**src/rtl/cfg_serial_loader.sv**
```systemverilog
module cfg_serial_loader #(
  parameter int SYS_CLK_HZ   = 250_000_000,
  parameter int CLK_DIV      = 4,
  parameter int RST_CYCLES   = 2_500_000,
  parameter int DEV_BYTES    = 16,
  parameter int N_DEV        = 2,
  parameter int EXTRA_CLKS   = 8,
  parameter int DONE_TIMEOUT = 1000,
  parameter int MAX_RETRIES  = 3,
  parameter int REP_W        = 8,
  parameter int RETRY_W      = $clog2(MAX_RETRIES + 1)
) (
  input  logic               clk,
  input  logic               rst_n,
  input  logic               start,
  input  logic [REP_W-1:0]   rst_repeats,
  input  logic [7:0]         byte_data,
  input  logic               byte_valid,
  output logic               byte_ready,
  output logic               cfg_clk,
  output logic               cfg_data,
  output logic               cfg_prog_n,
  input  logic               cfg_init,
  input  logic               cfg_done,
  output logic               busy,
  output logic               done_ok,
  output logic               fail_final,
  output logic [RETRY_W-1:0] retry_cnt
);
  localparam int STREAM_BYTES = DEV_BYTES * N_DEV;
  localparam int LOW_LIMIT    = SYS_CLK_HZ / 200_000;
  localparam int TMR_MAX      = (RST_CYCLES > DONE_TIMEOUT) ? RST_CYCLES : DONE_TIMEOUT;
  localparam int TMR_W        = $clog2(TMR_MAX + 1);
  localparam int DIV_W        = $clog2(CLK_DIV + 1);
  localparam int BYTE_W       = $clog2(STREAM_BYTES + 1);
  localparam int EXTRA_W      = $clog2(EXTRA_CLKS + 2);

  if (CLK_DIV < 1 || CLK_DIV > LOW_LIMIT) begin : g_div_range
    initial $fatal(1, "cfg_serial_loader: CLK_DIV must be 1..%0d", LOW_LIMIT);
  end

  typedef enum logic [3:0] {
    S_IDLE, S_PROG, S_GAP, S_WINIT, S_SHIFT, S_EXTRA, S_WDONE, S_OK, S_FAIL
  } state_t;

  state_t             st;
  logic [REP_W-1:0]   reps_q, reps_left;
  logic [TMR_W-1:0]   tmr;
  logic [DIV_W-1:0]   div;
  logic [7:0]         sr;
  logic [3:0]         bits_left;
  logic [BYTE_W-1:0]  bytes_left;
  logic [EXTRA_W-1:0] extra_left;

  wire phase_end = (div == '0);
  wire tmr_end   = (tmr == '0);
  wire idle_like = (st == S_IDLE) || (st == S_OK) || (st == S_FAIL);

  assign byte_ready = (st == S_SHIFT) && cfg_clk && phase_end &&
                      (bits_left == '0) && (bytes_left != '0);
  assign busy       = !idle_like;
  assign done_ok    = (st == S_OK);
  assign fail_final = (st == S_FAIL);

  always_ff @(posedge clk or negedge rst_n) begin
    if (!rst_n) begin
      st         <= S_IDLE;
      cfg_clk    <= 1'b1;
      cfg_data   <= 1'b1;
      cfg_prog_n <= 1'b1;
      reps_q     <= '0;
      reps_left  <= '0;
      tmr        <= '0;
      div        <= '0;
      sr         <= '0;
      bits_left  <= '0;
      bytes_left <= '0;
      extra_left <= '0;
      retry_cnt  <= '0;
    end else begin
      case (st)
        S_IDLE, S_OK, S_FAIL: if (start) begin
          reps_q     <= (rst_repeats == '0) ? REP_W'(1) : rst_repeats;
          reps_left  <= (rst_repeats == '0) ? REP_W'(1) : rst_repeats;
          retry_cnt  <= '0;
          cfg_prog_n <= 1'b0;
          tmr        <= TMR_W'(RST_CYCLES - 1);
          st         <= S_PROG;
        end
        S_PROG: if (tmr_end) begin
          cfg_prog_n <= 1'b1;
          reps_left  <= reps_left - 1'b1;
          tmr        <= TMR_W'(RST_CYCLES - 1);
          st         <= S_GAP;
        end else tmr <= tmr - 1'b1;
        S_GAP: if (tmr_end) begin
          if (reps_left != '0) begin
            cfg_prog_n <= 1'b0;
            tmr        <= TMR_W'(RST_CYCLES - 1);
            st         <= S_PROG;
          end else st <= S_WINIT;
        end else tmr <= tmr - 1'b1;
        S_WINIT: if (cfg_init) begin
          bytes_left <= BYTE_W'(STREAM_BYTES);
          bits_left  <= '0;
          div        <= '0;
          st         <= S_SHIFT;
        end
        S_SHIFT, S_EXTRA: begin
          if (!cfg_clk) begin
            if (phase_end) begin
              cfg_clk <= 1'b1;
              div     <= DIV_W'(CLK_DIV - 1);
            end else div <= div - 1'b1;
          end else if (!phase_end) begin
            div <= div - 1'b1;
          end else if (st == S_SHIFT) begin
            if (bits_left != '0) begin
              cfg_data  <= sr[7];
              sr        <= {sr[6:0], 1'b0};
              bits_left <= bits_left - 1'b1;
              cfg_clk   <= 1'b0;
              div       <= DIV_W'(CLK_DIV - 1);
            end else if (bytes_left != '0) begin
              if (byte_valid) begin
                cfg_data   <= byte_data[7];
                sr         <= {byte_data[6:0], 1'b0};
                bits_left  <= 4'd7;
                bytes_left <= bytes_left - 1'b1;
                cfg_clk    <= 1'b0;
                div        <= DIV_W'(CLK_DIV - 1);
              end
            end else begin
              extra_left <= EXTRA_W'(EXTRA_CLKS);
              st         <= S_EXTRA;
            end
          end else if (extra_left != '0) begin
            extra_left <= extra_left - 1'b1;
            cfg_clk    <= 1'b0;
            div        <= DIV_W'(CLK_DIV - 1);
          end else begin
            tmr <= TMR_W'(DONE_TIMEOUT - 1);
            st  <= S_WDONE;
          end
        end
        S_WDONE: if (cfg_done) begin
          st <= S_OK;
        end else if (tmr_end) begin
          if (retry_cnt == RETRY_W'(MAX_RETRIES)) st <= S_FAIL;
          else begin
            retry_cnt  <= retry_cnt + 1'b1;
            reps_left  <= reps_q;
            cfg_prog_n <= 1'b0;
            tmr        <= TMR_W'(RST_CYCLES - 1);
            st         <= S_PROG;
          end
        end else tmr <= tmr - 1'b1;
        default: st <= S_IDLE;
      endcase
    end
  end

  logic [DIV_W:0] low_run;
  always_ff @(posedge clk or negedge rst_n) begin
    if (!rst_n) low_run <= '0;
    else        low_run <= cfg_clk ? '0 : low_run + 1'b1;
  end

  assert_clk_low_bound_R6: assert property (@(posedge clk) disable iff (!rst_n)
    !cfg_clk |-> int'(low_run) < CLK_DIV);

  assert_data_hold_R4: assert property (@(posedge clk) disable iff (!rst_n)
    (cfg_clk && $past(cfg_clk)) |-> $stable(cfg_data));

  assert_prog_clk_high_R2: assert property (@(posedge clk) disable iff (!rst_n)
    !cfg_prog_n |-> cfg_clk);

  assert_wait_init_R3: assert property (@(posedge clk) disable iff (!rst_n)
    (st == S_WINIT && !cfg_init) |=> (cfg_clk && !byte_ready));

  assert_ok_needs_done_R8: assert property (@(posedge clk) disable iff (!rst_n)
    $rose(done_ok) |-> $past(cfg_done));

  assert_retry_restart_R9: assert property (@(posedge clk) disable iff (!rst_n)
    (retry_cnt != $past(retry_cnt)) |-> !cfg_prog_n);

  assert_retry_bound_R10: assert property (@(posedge clk) disable iff (!rst_n)
    int'(retry_cnt) <= MAX_RETRIES);
endmodule

```
**config.mk**
```make
export PLATFORM = sky130hd
export DESIGN_NAME = cfg_serial_loader
export DESIGN_NICKNAME = d
export VERILOG_FILES = /design/src/rtl/cfg_serial_loader.sv
export SDC_FILE = /design/constraint.sdc
export NUM_CORES = 1
export LEC_CHECK = 0
export ABC_AREA = 1
export BUFFER_PORTS_ARGS = -buffer_cell sky130_fd_sc_hd__clkbuf_2
export CORE_UTILIZATION = 45
export DETAILED_ROUTE_END_ITERATION = 8
export HOLD_SLACK_MARGIN = 0.1
export PLACE_DENSITY = 0.74
export SLEW_MARGIN = 20
export SYNTH_ARGS = -nofsm -noshare
export SYNTH_HDL_FRONTEND = slang
export SYNTH_SLANG_ARGS = --single-unit
```
**constraint.sdc**
```tcl
create_clock -name clk -period 2.1 [get_ports clk]
set_input_delay 0.315 -clock clk [delete_from_list [all_inputs] [get_ports clk]]
set_output_delay 0.315 -clock clk [all_outputs]
set_load 0.01 [all_outputs]
```
==> tab_implementation.tex, run 1 <==
\begin{tabular}{lr}
\hline
Metric & Value \\
\hline
\multicolumn{2}{l}{\textbf{Outcome}} \\
Result of the run & completed \\
\multicolumn{2}{l}{\textbf{Floorplanning}} \\
Die Span Y & 103 um \\
Die area & 10,600 sq um \\
Die Span X & 103 um \\
Core Rows & 36 \\
Effective utilization at floorplan & 0.467 \\
Number of placed I/O pins & 31 \\
Std-Cell Core Area & 9860 sq um \\
\multicolumn{2}{l}{\textbf{STA}} \\
Setup TNS Final & 0 ns \\
Crit path time final & 1.99 ns \\
Actual transition at the worst max-transition pin & 0.632 ns \\
Final clock skew & 0.00945 ns \\
Number of slew-limit violations in the final report & 0 \\
Slew margin rel. & 0.575 \\
RSZ-0062 raised after global routing & no \\
Hold violation count in the final report & 0 \\
Period utilisation layout & 0.947 \\
Max Freq & 503 MHz \\
Final setup violating endpoints & 0 \\
\multicolumn{2}{l}{\textbf{Worst setup path}} \\
Depth of the worst register-to-register path & 13 \\
Critical path startpoint category & flip-flop \\
Worst path required time & 1.78 ns \\
Critical Path Fanout Max & 5 \\
Worst R2R Setup Slack & 0.19 ns \\
CP Class & reg2out \\
R2R Path Start & reps\_left[0]\$\_DFFE\_PN0P\_ \\
RR Endpoint & tmr[13]\$\_DFFE\_PN0P\_ \\
WP data arrival & 1.67 ns \\
Crit. End Element & primary output \\
\multicolumn{2}{l}{\textbf{Clocking}} \\
Root Buffer Master & sky130\_fd\_sc\_hd\_\_clkbuf\_8 \\
Number of H-tree levels & 3 \\
CTS sink count & 71 \\
Clock tree from TritonCTS & built \\
Clock-pin slew on the worst setup and hold paths & 0.07 ns \\
Clock latency of the later-clocked register in the worst-skew pair & 0.34 ns \\
Worst-case clock buffer depth & 2 \\
Number of buffers created by CTS & 9 \\
\multicolumn{2}{l}{\textbf{Synth}} \\
Synthesized area & 4600 sq um \\
Post-synthesis cell type with the largest combined area & sky130\_fd\_sc\_hd\_\_dfrtp\_1 \\
Number of warnings issued by yosys & 0 \\
Area share of the leading cell type in the synthesized netlist & 0.370 \\
Synthesized area divided by synthesized cell count & 7.13 sq um \\
Syn\_nets & 677 \\
Cells taking the most area after synthesis & sky130\_fd\_sc\_hd\_\_dfrtp\_1, sky130\_fd\_sc\_hd\_\_nand2\_1, sky130\_fd\_sc\_hd\_\_nand3\_1 \\
Number of cells produced by synthesis & 645 \\
Seq cells post-synth & 71 \\
Distinct cells, synth & 40 \\
Share of the yosys chip area belonging to registers & 0.387 \\
\multicolumn{2}{l}{\textbf{Flow run}} \\
Number of maximum-capacitance constraint violations & 0 \\
\multicolumn{2}{l}{\textbf{Power and ir drop}} \\
Share of total power consumed by net switching & 0.468 \\
Leakage power total & 2.71 nW \\
Internal power summed over all cells & 4.44 mW \\
Largest vdd supply drop & 648 uV \\
Combinational share of power & 0.551 \\
Total power divided by cell area & 1590 nW/um\^{}2 \\
Sequential power share & 0.287 \\
Switching power of the nets & 3.90 mW \\
Power share of the clock group & 0.162 \\
\multicolumn{2}{l}{\textbf{Min path}} \\
Hold\_sp & byte\_data[0] \\
Worst min-delay path class & in2reg \\
Hold Path Cell Cnt & 3 \\
Worst hold endpoint & sr[1]\$\_DFFE\_PN0P\_ \\
\multicolumn{2}{l}{\textbf{Placed design}} \\
Number of cells in the design after placement & 805 \\
Number of buffers inserted by port buffering & 30 \\
Area post-placement & 4910 sq um \\
DPL Wire Length & 7410 um \\
Last weighted congestion value of the routability-driven placer & 0.897 \\
\multicolumn{2}{l}{\textbf{Routing}} \\
Routed Antenna Nets & 0 \\
WL/cell & 12.7 um \\
Detailed Route Iter0 Violations & 170 \\
Number of vias after detailed routing & 4,266 \\
Drt first pass iters & 5 \\
Total Wirelength & 10,500 um \\
Vias per Instance & 5.15 \\
DRC errors left & 0 \\
\multicolumn{2}{l}{\textbf{Global route}} \\
Number of antenna violations at the first check in global routing & 0 \\
Maximum number of pins on one net before global-route repair & 72 \\
Number of global-route vias before repair & 4,117 \\
Global route total overflow & 0 \\
First-pass GRT wire length & 17,600 um \\
GR Util All Layers & 0.210 \\
\multicolumn{2}{l}{\textbf{Finish}} \\
Fraction of layout instances using a drive strength above 1 & 0.161 \\
Number of standard cells in the layout, taps in and fillers out & 828 \\
Final design utilization & 0.533 \\
Area grow syn2layout & 14.3\% \\
Non-Filler Cell Area, Final & 5260 sq um \\
Count of nets after finishing & 722 \\
Number of diodes & 0 \\
\hline
\end{tabular}
how the worst max path moves through the flow:
stage                                   startpoint                        to  slack, ns  depth (start not counted)
final                     bits_left[0]$_DFFE_PN0P_                byte_ready       0.11                          7
after global placement          tmr[0]$_DFFE_PN0P_  reps_left[3]$_DFFE_PN0P_       0.24                         10
after global routing      bits_left[0]$_DFFE_PN0P_                byte_ready      0.006                          7
after floorplan           bits_left[0]$_DFFE_PN0P_         st[0]$_DFFE_PN0P_       0.38                         12
after detailed placement        tmr[0]$_DFFE_PN0P_  reps_left[3]$_DFFE_PN0P_       0.16                         10
after CTS                 bits_left[0]$_DFFE_PN0P_                byte_ready       0.10                          7
cells by family after synthesis:
group,Yosys count,synth area share
multiplexers,8,0.0177
XOR/XNOR,15,0.0285
AND/OR/NAND/NOR,389,0.382
buffers and inverters,81,0.0756
AO/OA/AOI/OAI,71,0.0821
flip-flops,71,0.387
adder cells (fa/ha/maj),10,0.0272
critical path: stages (launching register included):
cell	delay, ns
sky130_fd_sc_hd__dfrtp_1	0.38
sky130_fd_sc_hd__inv_1	0.11
sky130_fd_sc_hd__ha_1	0.19
sky130_fd_sc_hd__nand3_1	0.17
sky130_fd_sc_hd__inv_1	0.13
sky130_fd_sc_hd__nand2_1	0.07
sky130_fd_sc_hd__nor2_1	0.13
sky130_fd_sc_hd__clkbuf_2	0.14
registers in the layout, indices dropped and copies added (netlist names):
register    flops
cfg_data        1
reps_q          8
cfg_clk         1
st              4
sr              7
reps_left       8
tmr            22
retry_cnt       2
bytes_left      6
cfg_prog_n      1
extra_left      4
div             3
bits_left       4
cell usage after synthesis, drive strengths merged:
cell / n
nand3: 62
or2: 6
mux2i: 7
and2: 1
and3: 1
nor3b: 1
dfrtp: 68
a21oi: 12
a31oi: 1
mux2: 1
ha: 10
o221ai: 1
o21ai: 51
nand2: 210
buf: 8
o21bai: 1
o211ai: 4
inv: 69
nor3: 7
nand4: 8
dfstp: 3
nand3b: 5
nor2: 88
xor2: 12
clkbuf: 4
o22ai: 1
xnor2: 3
metrics by stage:
step	power (mW)	worst slack (ns)	hold WS [ns]
CTS	8.09	0.102	0.235
floorplan	5.86	0.378	0.0194
global route	9.15	0.00623	0.277
finish	8.35	0.111	0.238
global placement	6.55	0.240	0.373
detailed placement	6.71	0.163	0.375
final cells by class:
class | count | area [sq um]
Inverter | 69 | 262
Sequential cell | 71 | 1780
Tap cell | 133 | 166
Clock inverter | 6 | 108
Multi-Input combinational cell | 495 | 2510
Fill cell | 929 | 4610
Clock buffer | 10 | 138
Timing Repair Buffer | 44 | 295
cell usage in the layout, fill, tap and decap left out, types with 12 or more instances in the layout:
cell                       instances
sky130_fd_sc_hd__a21oi_1          12
sky130_fd_sc_hd__o21ai_0          35
sky130_fd_sc_hd__nor2_1           74
sky130_fd_sc_hd__dfrtp_1          68
sky130_fd_sc_hd__nand2_1         200
sky130_fd_sc_hd__xor2_1           12
sky130_fd_sc_hd__nand3_1          57
sky130_fd_sc_hd__clkbuf_2         29
sky130_fd_sc_hd__o21ai_1          15
sky130_fd_sc_hd__inv_1            59
routing by layer:
layer / vias up / global-route usage / routed length (um) / share of wire
li1: 2158 / - / - / -
met5: - / 0 / 0 / 0
met1: 1983 / 0.261 / 5020 / 0.48
met2: 106 / 0.366 / 4810 / 0.46
met3: 19 / 0.0319 / 480 / 0.046
met4: 0 / 0.0867 / 199 / 0.019
power by group through the flow:
| stage | logic [mW] | clock network (mW) | registers [mW] |
|---|---|---|---|
| after floorplan | 3.55 | 0 | 2.31 |
| final | 4.60 | 1.35 | 2.40 |
| after global placement | 4.16 | 0 | 2.39 |
| after CTS | 4.32 | 1.38 | 2.39 |
| after detailed placement | 4.30 | 0 | 2.41 |
| after global routing | 5.25 | 1.42 | 2.48 |
what timing repair did:
action	in CTS	in global routing
gates resized for setup	0	3
endpoints found under the hold margin	68	0
setup endpoints to repair	0	15
buffers inserted	0	4
hold buffers	1	0
(Power assumes the default switching activity.)
==> inputs of run 2 (changes only) <==
- ABC_AREA: 1 -> default
==> run 2 against run 1 <==
Maximum frequency shrank 13%. Sequential share of layout area shrank 5.7 points. Critical path type is now reg2reg. Critical endpoint is now reps_left[0]$_DFFE_PN0P_. Combinational power grew 33%. Design area grew 20%. Flip-flop and latch count is the same. Routed wire length grew 24%. Register-to-register slack lost 0.37 ns. Global-route usage grew 4.3 points. First-iteration DRC count grew 82%. The run now ends with setup timing left. Synthesized cell count shrank 23%. Worst hold slack lost 0.033 ns.
==> tab_implementation.tex, run 2 <==
\begin{tabular}{lr}
\hline
Metric & Value \\
\hline
\multicolumn{2}{l}{\textbf{Global route}} \\
GR Util All Layers & 0.254 \\
Number of global-route vias before repair & 4,443 \\
Number of antenna violations at the first check in global routing & 0 \\
Maximum number of pins on one net before global-route repair & 27 \\
Global route total overflow & 0 \\
First-pass GRT wire length & 20,400 um \\
\multicolumn{2}{l}{\textbf{Power and ir drop}} \\
Switching power of the nets & 4.10 mW \\
Combinational share of power & 0.629 \\
Sequential power share & 0.241 \\
Internal power summed over all cells & 5.62 mW \\
Largest vdd supply drop & 757 uV \\
Power share of the clock group & 0.130 \\
Share of total power consumed by net switching & 0.422 \\
Total power divided by cell area & 1540 nW/um\^{}2 \\
Total power of the final layout & 9.72 mW \\
Leakage power total & 2.79 nW \\
\multicolumn{2}{l}{\textbf{Floorplanning}} \\
Die Span X & 101 um \\
Effective utilization at floorplan & 0.470 \\
Core Rows & 35 \\
Number of placed I/O pins & 31 \\
Die Span Y & 101 um \\
Die area & 10,200 sq um \\
Std-Cell Core Area & 9370 sq um \\
\multicolumn{2}{l}{\textbf{Worst setup path}} \\
WP data arrival & 2.53 ns \\
Delay of the slowest critical-path stage & 0.54 ns \\
Critical Path Fanout Max & 7 \\
Worst path required time & 2.35 ns \\
Crit. End Element & flip-flop \\
Critical path cell sequence & or4bb\_1 -> o21ai\_1 -> or4b\_4 -> a21oi\_4 -> a21oi\_1 -> a21o\_1 \\
Cell at the slowest stage of the critical path & sky130\_fd\_sc\_hd\_\_or4bb\_1 \\
CP Class & reg2reg \\
Depth of the worst register-to-register path & 6 \\
Critical path startpoint category & flip-flop \\
\multicolumn{2}{l}{\textbf{Routing}} \\
Detailed Route Iter0 Violations & 309 \\
Total Wirelength & 13,100 um \\
DRC errors left & 0 \\
Vias per Instance & 5.89 \\
WL/cell & 16.9 um \\
Routed Antenna Nets & 0 \\
Number of vias after detailed routing & 4,565 \\
Drt first pass iters & 5 \\
\multicolumn{2}{l}{\textbf{STA}} \\
Slew margin rel. & 0.615 \\
Crit path time final & 2.28 ns \\
Number of slew-limit violations in the final report & 0 \\
Final hold slack & 0.204 ns \\
RSZ-0062 raised after global routing & yes \\
Actual transition at the worst max-transition pin & 0.576 ns \\
Max Freq & 440 MHz \\
Hold violation count in the final report & 0 \\
Worst-case setup margin in the final layout & -0.175 ns \\
Final clock skew & 0.0130 ns \\
Final setup violating endpoints & 38 \\
Period utilisation layout & 1.08 \\
\multicolumn{2}{l}{\textbf{Synth}} \\
Compound-Gate Fraction of Synth Area & 0.239 \\
Syn\_nets & 527 \\
Synthesized area & 4400 sq um \\
Synthesized area divided by synthesized cell count & 8.89 sq um \\
Multiplexer fraction of the synthesized cell area & 0.0338 \\
Post-synthesis cell type with the largest combined area & sky130\_fd\_sc\_hd\_\_dfrtp\_1 \\
Area share of the leading cell type in the synthesized netlist & 0.387 \\
Proportion of register bits with asynchronous set or reset after synthesis & 1.00 \\
Library cell with the highest instance count after synthesis & sky130\_fd\_sc\_hd\_\_dfrtp\_1 \\
Top\_reg\_cell synth & sky130\_fd\_sc\_hd\_\_dfrtp\_1 \\
Area share of xor/xnor cells in the synthesized design & 0.0139 \\
Number of warnings issued by yosys & 0 \\
Cells taking the most area after synthesis & sky130\_fd\_sc\_hd\_\_dfrtp\_1, sky130\_fd\_sc\_hd\_\_nor2\_1, sky130\_fd\_sc\_hd\_\_o21ai\_0 \\
Distinct cells, synth & 77 \\
Main combinational cell family by area after synthesis & compound AO/OA/AOI/OAI gates \\
Number of enable flip-flop cells after synthesis & 0 \\
Number of cells produced by synthesis & 495 \\
Basic-gate share of the synthesized area counting and, or, nand and nor cells & 0.234 \\
Seq cells post-synth & 71 \\
Share of the yosys chip area belonging to registers & 0.405 \\
Most frequent cells after synthesis & sky130\_fd\_sc\_hd\_\_dfrtp\_1, sky130\_fd\_sc\_hd\_\_nor2\_1, sky130\_fd\_sc\_hd\_\_o21ai\_0 \\
Fraction of the mapped netlist area in adder cells & 0.0284 \\
\multicolumn{2}{l}{\textbf{Finish}} \\
Most common cell after layout, fill and taps aside & sky130\_fd\_sc\_hd\_\_buf\_4 \\
Number of flip-flops under the largest register name & 22 \\
Number of diodes & 0 \\
Fraction of layout instances using a drive strength above 1 & 0.409 \\
Count of nets after finishing & 673 \\
Top reg by flops & tmr \\
Most used cells in the layout excluding fill and tap cells & sky130\_fd\_sc\_hd\_\_buf\_4, sky130\_fd\_sc\_hd\_\_dfrtp\_1, sky130\_fd\_sc\_hd\_\_nor2\_1, sky130\_fd\_sc\_hd\_\_nand2\_1, sky130\_fd\_sc\_hd\_\_o21ai\_0 \\
Area grow syn2layout & 43.5\% \\
Final design utilization & 0.674 \\
Largest registers in the final layout & tmr: 22 flops, reps\_left: 8 flops, reps\_q: 8 flops \\
\multicolumn{2}{l}{\textbf{Placed design}} \\
DPL Wire Length & 8530 um \\
Last weighted congestion value of the routability-driven placer & 0.879 \\
Number of buffers inserted by port buffering & 30 \\
\multicolumn{2}{l}{\textbf{Clocking}} \\
Clock-pin slew on the worst setup and hold paths & 0.08 ns \\
Number of H-tree levels & 3 \\
Number of buffers created by CTS & 9 \\
CTS sink count & 71 \\
Root Buffer Master & sky130\_fd\_sc\_hd\_\_clkbuf\_8 \\
Clock latency of the later-clocked register in the worst-skew pair & 0.36 ns \\
Clock tree from TritonCTS & built \\
Worst-case clock buffer depth & 2 \\
\multicolumn{2}{l}{\textbf{Flow run}} \\
Number of maximum-capacitance constraint violations & 0 \\
\multicolumn{2}{l}{\textbf{Outcome}} \\
Result of the run & finished, violations left \\
Violated checks & setup timing \\
\multicolumn{2}{l}{\textbf{Min path}} \\
Worst min-delay path class & in2reg \\
Hold Path Cell Cnt & 3 \\
\hline
\end{tabular}
==> run 2: changes by cell type in the layout (fill, tap and decap cells not counted), sizes merged, moves of 10 or more <==
cell / previous run / this run
buf: 14 / 131
nand2: 210 / 37
nand2b: 0 / 10
a21oi: 12 / 35
nor4: 0 / 11
nor2: 89 / 64
inv: 69 / 21
nand3: 63 / 12
==> run 2: critical path, delay by kind of cell, from the launching register on <==
kind | cells | cell delay (ns)
and+or+nand+nor | 2 | 1.03
AOI/OAI and AO/OA | 4 | 0.74
DFF | 1 | 0.41
==> run 2: power groups by stage <==
stage	Sequential, mW	Clock [mW]	Combinational (mW)
6_report	2.34	1.27	6.12
5_1_grt	2.40	1.35	6.61
4_1_cts	2.31	1.30	5.01
3_5_place_dp	2.32	0	4.75
3_3_place_gp	2.29	0	4.54
2_1_floorplan	2.29	0	2.97
==> run 2: path summary, 6_finish.rpt <==
path                       slack, ns             startpoint                        to
min reg2reg                     0.49  reps_q[0]$_DFFE_PN0P_     reps_q[0]$_DFFE_PN0P_
min                             0.20           byte_data[0]         sr[1]$_DFFE_PN0P_
min in group asynchronous       0.37                  rst_n  reps_left[5]$_DFFE_PN0P_
max reg2reg                    -0.18      st[0]$_DFFE_PN0P_  reps_left[0]$_DFFE_PN0P_
max                            -0.18      st[0]$_DFFE_PN0P_  reps_left[0]$_DFFE_PN0P_
max in group asynchronous       1.11                  rst_n       cfg_clk$_DFFE_PN1N_
==> run 2: cell families after synthesis <==
group / Yosys count
buffers and inverters: 46
multiplexers: 14
flip-flops: 71
adder cells (fa/ha/maj): 10
XOR/XNOR: 7
AO/OA/AOI/OAI: 155
AND/OR/NAND/NOR: 192
==> run 2: metal layers <==
layer / vias to the layer above / track usage / part of all wire
met5: - / 0 / 0
met4: 0 / 0.106 / 0.026
met3: 42 / 0.0388 / 0.045
met2: 167 / 0.455 / 0.52
met1: 2215 / 0.302 / 0.41
li1: 2141 / - / -
==> run 2: per-stage QoR <==
stage / cell area (sq um) / setup WS (ns) / std cells / TNS, ns
3_3_place_gp: 5410 / -0.0294 / 731 / -0.215
6_report: 6320 / -0.175 / 775 / -3.50
3_5_place_dp: 5410 / -0.165 / 731 / -1.62
5_1_grt: 6320 / -0.270 / 775 / -7.53
2_1_floorplan: 4440 / -0.115 / 495 / -1.55
4_1_cts: 5820 / -0.104 / 752 / -0.887
==> run 2: repair_timing <==
item,in CTS,in global routing
cloned,0,4
gates resized for setup,38,75
setup buffers,4,19
pin swaps,4,30
hold buffers,1,0
hold endpoints to repair,23,0
setup endpoints to repair,35,57
==> run 2: area by class of cell <==
| class | count | area, sq um |
|---|---|---|
| Fill cell | 721 | 3060 |
| Sequential cell | 71 | 1780 |
| Clock inverter | 6 | 92.6 |
| Multi-Input combinational cell | 378 | 2800 |
| Tap cell | 129 | 161 |
| Inverter | 20 | 77.6 |
| Timing Repair Buffer | 161 | 1260 |
| Clock buffer | 10 | 138 |
==> inputs of run 3 (changes only) <==
- BUFFER_PORTS_ARGS: -buffer_cell sky130_fd_sc_hd__clkbuf_2 -> default
- CORE_UTILIZATION: 45 -> 62
- DONT_BUFFER_PORTS: default -> 1
- PLACE_DENSITY: 0.74 -> 0.9
==> run 3 against run 2 <==
The flow still finishes with violations (setup timing). Critical path depth grew 3. Clock-buffer cell count grew 1. Register-to-register slack worse by 0.13 ns. Setup slack worse by 0.13 ns. Utilization rose by 23 points. Flip-flop and latch count unchanged. Non-clock buffer count is 38 lower. Combinational power grew 11%. Critical endpoint is now tmr[15]$_DFFE_PN0P_.
==> tab_implementation.tex, run 3 (synthesized netlist as in run 2, its figures left out) <==
\begin{tabular}{lr}
\hline
Metric & Value \\
\hline
\multicolumn{2}{l}{\textbf{Clocking}} \\
Worst-case clock buffer depth & 2 \\
Clock tree from TritonCTS & built \\
CTS sink count & 71 \\
Clock latency of the later-clocked register in the worst-skew pair & 0.36 ns \\
Root Buffer Master & sky130\_fd\_sc\_hd\_\_clkbuf\_8 \\
Number of H-tree levels & 3 \\
Clock-pin slew on the worst setup and hold paths & 0.07 ns \\
Number of buffers created by CTS & 9 \\
\multicolumn{2}{l}{\textbf{Worst setup path}} \\
Critical Path Fanout Max & 13 \\
Critical path cell sequence & buf\_6 -> or2b\_1 -> a211oi\_2 -> o32a\_1 -> o21ai\_4 -> buf\_6 -> buf\_4 -> o21ai\_2 -> o31ai\_2 \\
Crit-path leading delay family & compound AO/OA/AOI/OAI gates \\
Critical path startpoint category & flip-flop \\
Crit. End Element & flip-flop \\
Dominant cell type by count on the critical path & sky130\_fd\_sc\_hd\_\_buf\_6 \\
Worst path required time & 2.34 ns \\
Cell at the slowest stage of the critical path & sky130\_fd\_sc\_hd\_\_dfrtp\_1 \\
Delay of the slowest critical-path stage & 0.42 ns \\
CP Class & reg2reg \\
WP data arrival & 2.65 ns \\
Buf/Inv on CP & 3 \\
\multicolumn{2}{l}{\textbf{Routing}} \\
Total Wirelength & 17,900 um \\
Detailed Route Iter0 Violations & 894 \\
Routed Antenna Nets & 0 \\
Vias per Instance & 7.45 \\
Drt first pass iters & 9 \\
DRC errors left & 0 \\
Number of vias after detailed routing & 5,252 \\
WL/cell & 25.4 um \\
\multicolumn{2}{l}{\textbf{Finish}} \\
Most common cell after layout, fill and taps aside & sky130\_fd\_sc\_hd\_\_buf\_4 \\
Area grow syn2layout & 41.1\% \\
Number of flip-flops under the largest register name & 22 \\
Fraction of layout instances using a drive strength above 1 & 0.405 \\
Top reg by flops & tmr \\
Largest registers in the final layout & tmr: 22 flops, reps\_left: 8 flops, reps\_q: 8 flops \\
Number of standard cells in the layout, taps in and fillers out & 705 \\
Count of nets after finishing & 635 \\
Most used cells in the layout excluding fill and tap cells & sky130\_fd\_sc\_hd\_\_buf\_4, sky130\_fd\_sc\_hd\_\_dfrtp\_1, sky130\_fd\_sc\_hd\_\_nor2\_1, sky130\_fd\_sc\_hd\_\_nand2\_1, sky130\_fd\_sc\_hd\_\_a21oi\_1 \\
\multicolumn{2}{l}{\textbf{STA}} \\
Period utilisation layout & 1.15 \\
Crit path time final & 2.41 ns \\
Worst-case setup margin in the final layout & -0.310 ns \\
Number of slew-limit violations in the final report & 0 \\
Slew margin rel. & 0.256 \\
Final clock skew & 0.00724 ns \\
Setup TNS Final & -7.19 ns \\
Max Freq & 415 MHz \\
Hold violation count in the final report & 0 \\
Final setup violating endpoints & 39 \\
RSZ-0062 raised after global routing & yes \\
Actual transition at the worst max-transition pin & 1.11 ns \\
\multicolumn{2}{l}{\textbf{Global route}} \\
GR Util All Layers & 0.406 \\
Number of global-route vias before repair & 4,745 \\
Maximum number of pins on one net before global-route repair & 72 \\
Global route total overflow & 0 \\
First-pass GRT wire length & 23,300 um \\
Number of antenna violations at the first check in global routing & 1 \\
\multicolumn{2}{l}{\textbf{Placed design}} \\
DPL Wire Length & 8050 um \\
Last weighted congestion value of the routability-driven placer & 0.938 \\
Number of cells in the design after placement & 644 \\
Number of buffers inserted by port buffering & 0 \\
\multicolumn{2}{l}{\textbf{Power and ir drop}} \\
Leakage power total & 2.63 nW \\
Total power divided by cell area & 1680 nW/um\^{}2 \\
Largest vdd supply drop & 922 uV \\
\multicolumn{2}{l}{\textbf{Outcome}} \\
Result of the run & finished, violations left \\
Violated checks & setup timing \\
\multicolumn{2}{l}{\textbf{Floorplanning}} \\
Std-Cell Core Area & 6830 sq um \\
Die area & 7440 sq um \\
Number of placed I/O pins & 31 \\
Effective utilization at floorplan & 0.644 \\
Die Span X & 86.2 um \\
Core Rows & 30 \\
Die Span Y & 86.2 um \\
\multicolumn{2}{l}{\textbf{Flow run}} \\
Number of maximum-capacitance constraint violations & 0 \\
\multicolumn{2}{l}{\textbf{Min path}} \\
Worst min-delay path class & in2reg \\
\hline
\end{tabular}
-- run 3: cell type report --
| cell class | instances | area [sq um] |
|---|---|---|
| inverter | 20 | 75.1 |
| clock buffer | 11 | 151 |
| multi-input combinational | 378 | 2930 |
| tap | 96 | 120 |
| sequential | 71 | 1780 |
| timing repair buffer | 123 | 1090 |
| antenna | 1 | 2.50 |
| fill | 260 | 623 |
| clock inverter | 5 | 56.3 |
-- run 3: power by group --
group,internal [mW],leakage (nW),switching (mW),total [mW]
clock network,0.611,0.105,0.558,1.17
registers,1.91,0.849,0.558,2.47
logic,3.10,1.68,3.68,6.78
total,5.62,2.63,4.79,10.4
-- run 3: worst reg2reg max path: stages, from the launching register on --
cell and delay, ns:
sky130_fd_sc_hd__dfrtp_1 0.42, sky130_fd_sc_hd__buf_6 0.19, sky130_fd_sc_hd__or2b_1 0.33, sky130_fd_sc_hd__a211oi_2 0.29
sky130_fd_sc_hd__o32a_1 0.37, sky130_fd_sc_hd__o21ai_4 0.15, sky130_fd_sc_hd__buf_6 0.17, sky130_fd_sc_hd__buf_4 0.14
sky130_fd_sc_hd__o21ai_2 0.15, sky130_fd_sc_hd__o31ai_2 0.08
-- run 3: through the flow --
stage | setup WS (ns) | power [mW] | utilization | area, sq um | hold slack, ns
final | -0.310 | 10.4 | 0.909 | 6210 | 0.104
after global routing | -0.374 | 10.8 | 0.908 | 6210 | 0.101
after CTS | -0.149 | 8.77 | 0.837 | 5720 | 0.101
after detailed placement | -0.132 | 6.76 | 0.735 | 5020 | 0.0208
after global placement | -0.0963 | 6.50 | 0.735 | 5020 | 0.0209
after floorplan | -0.115 | 5.26 | - | 4440 | 0.0194
-- run 3: metal layers --
layer | up-vias | wire length [um] | GRT usage
li1 | 2055 | - | -
met1 | 2438 | 5860 | 0.468
met2 | 552 | 8190 | 0.675
met3 | 207 | 2220 | 0.111
met5 | - | 0 | 0
met4 | 0 | 1630 | 0.244
-- run 3: final timing paths --
check                                          from                        to  slack, ns  depth (start not counted)
min                                  rst_repeats[4]     reps_q[4]$_DFFE_PN0P_       0.10                          1
max in group asynchronous                     rst_n       cfg_clk$_DFFE_PN1N_       1.22                          2
min in group asynchronous                     rst_n        tmr[7]$_DFFE_PN0P_       0.52                          2
max reg2reg                       st[1]$_DFFE_PN0P_       tmr[15]$_DFFE_PN0P_      -0.31                          9
min reg2reg                reps_left[7]$_DFFE_PN0P_  reps_left[7]$_DFFE_PN0P_       0.51                          1
max                               st[1]$_DFFE_PN0P_       tmr[15]$_DFFE_PN0P_      -0.31                          9
-- run 3: repair_timing --
action	in CTS	in global routing
cloned	2	3
buffers inserted	17	18
pin swaps	17	25
setup endpoints to repair	40	56
gates resized for setup	63	97
hold buffers	6	0
hold endpoints to repair	75	0
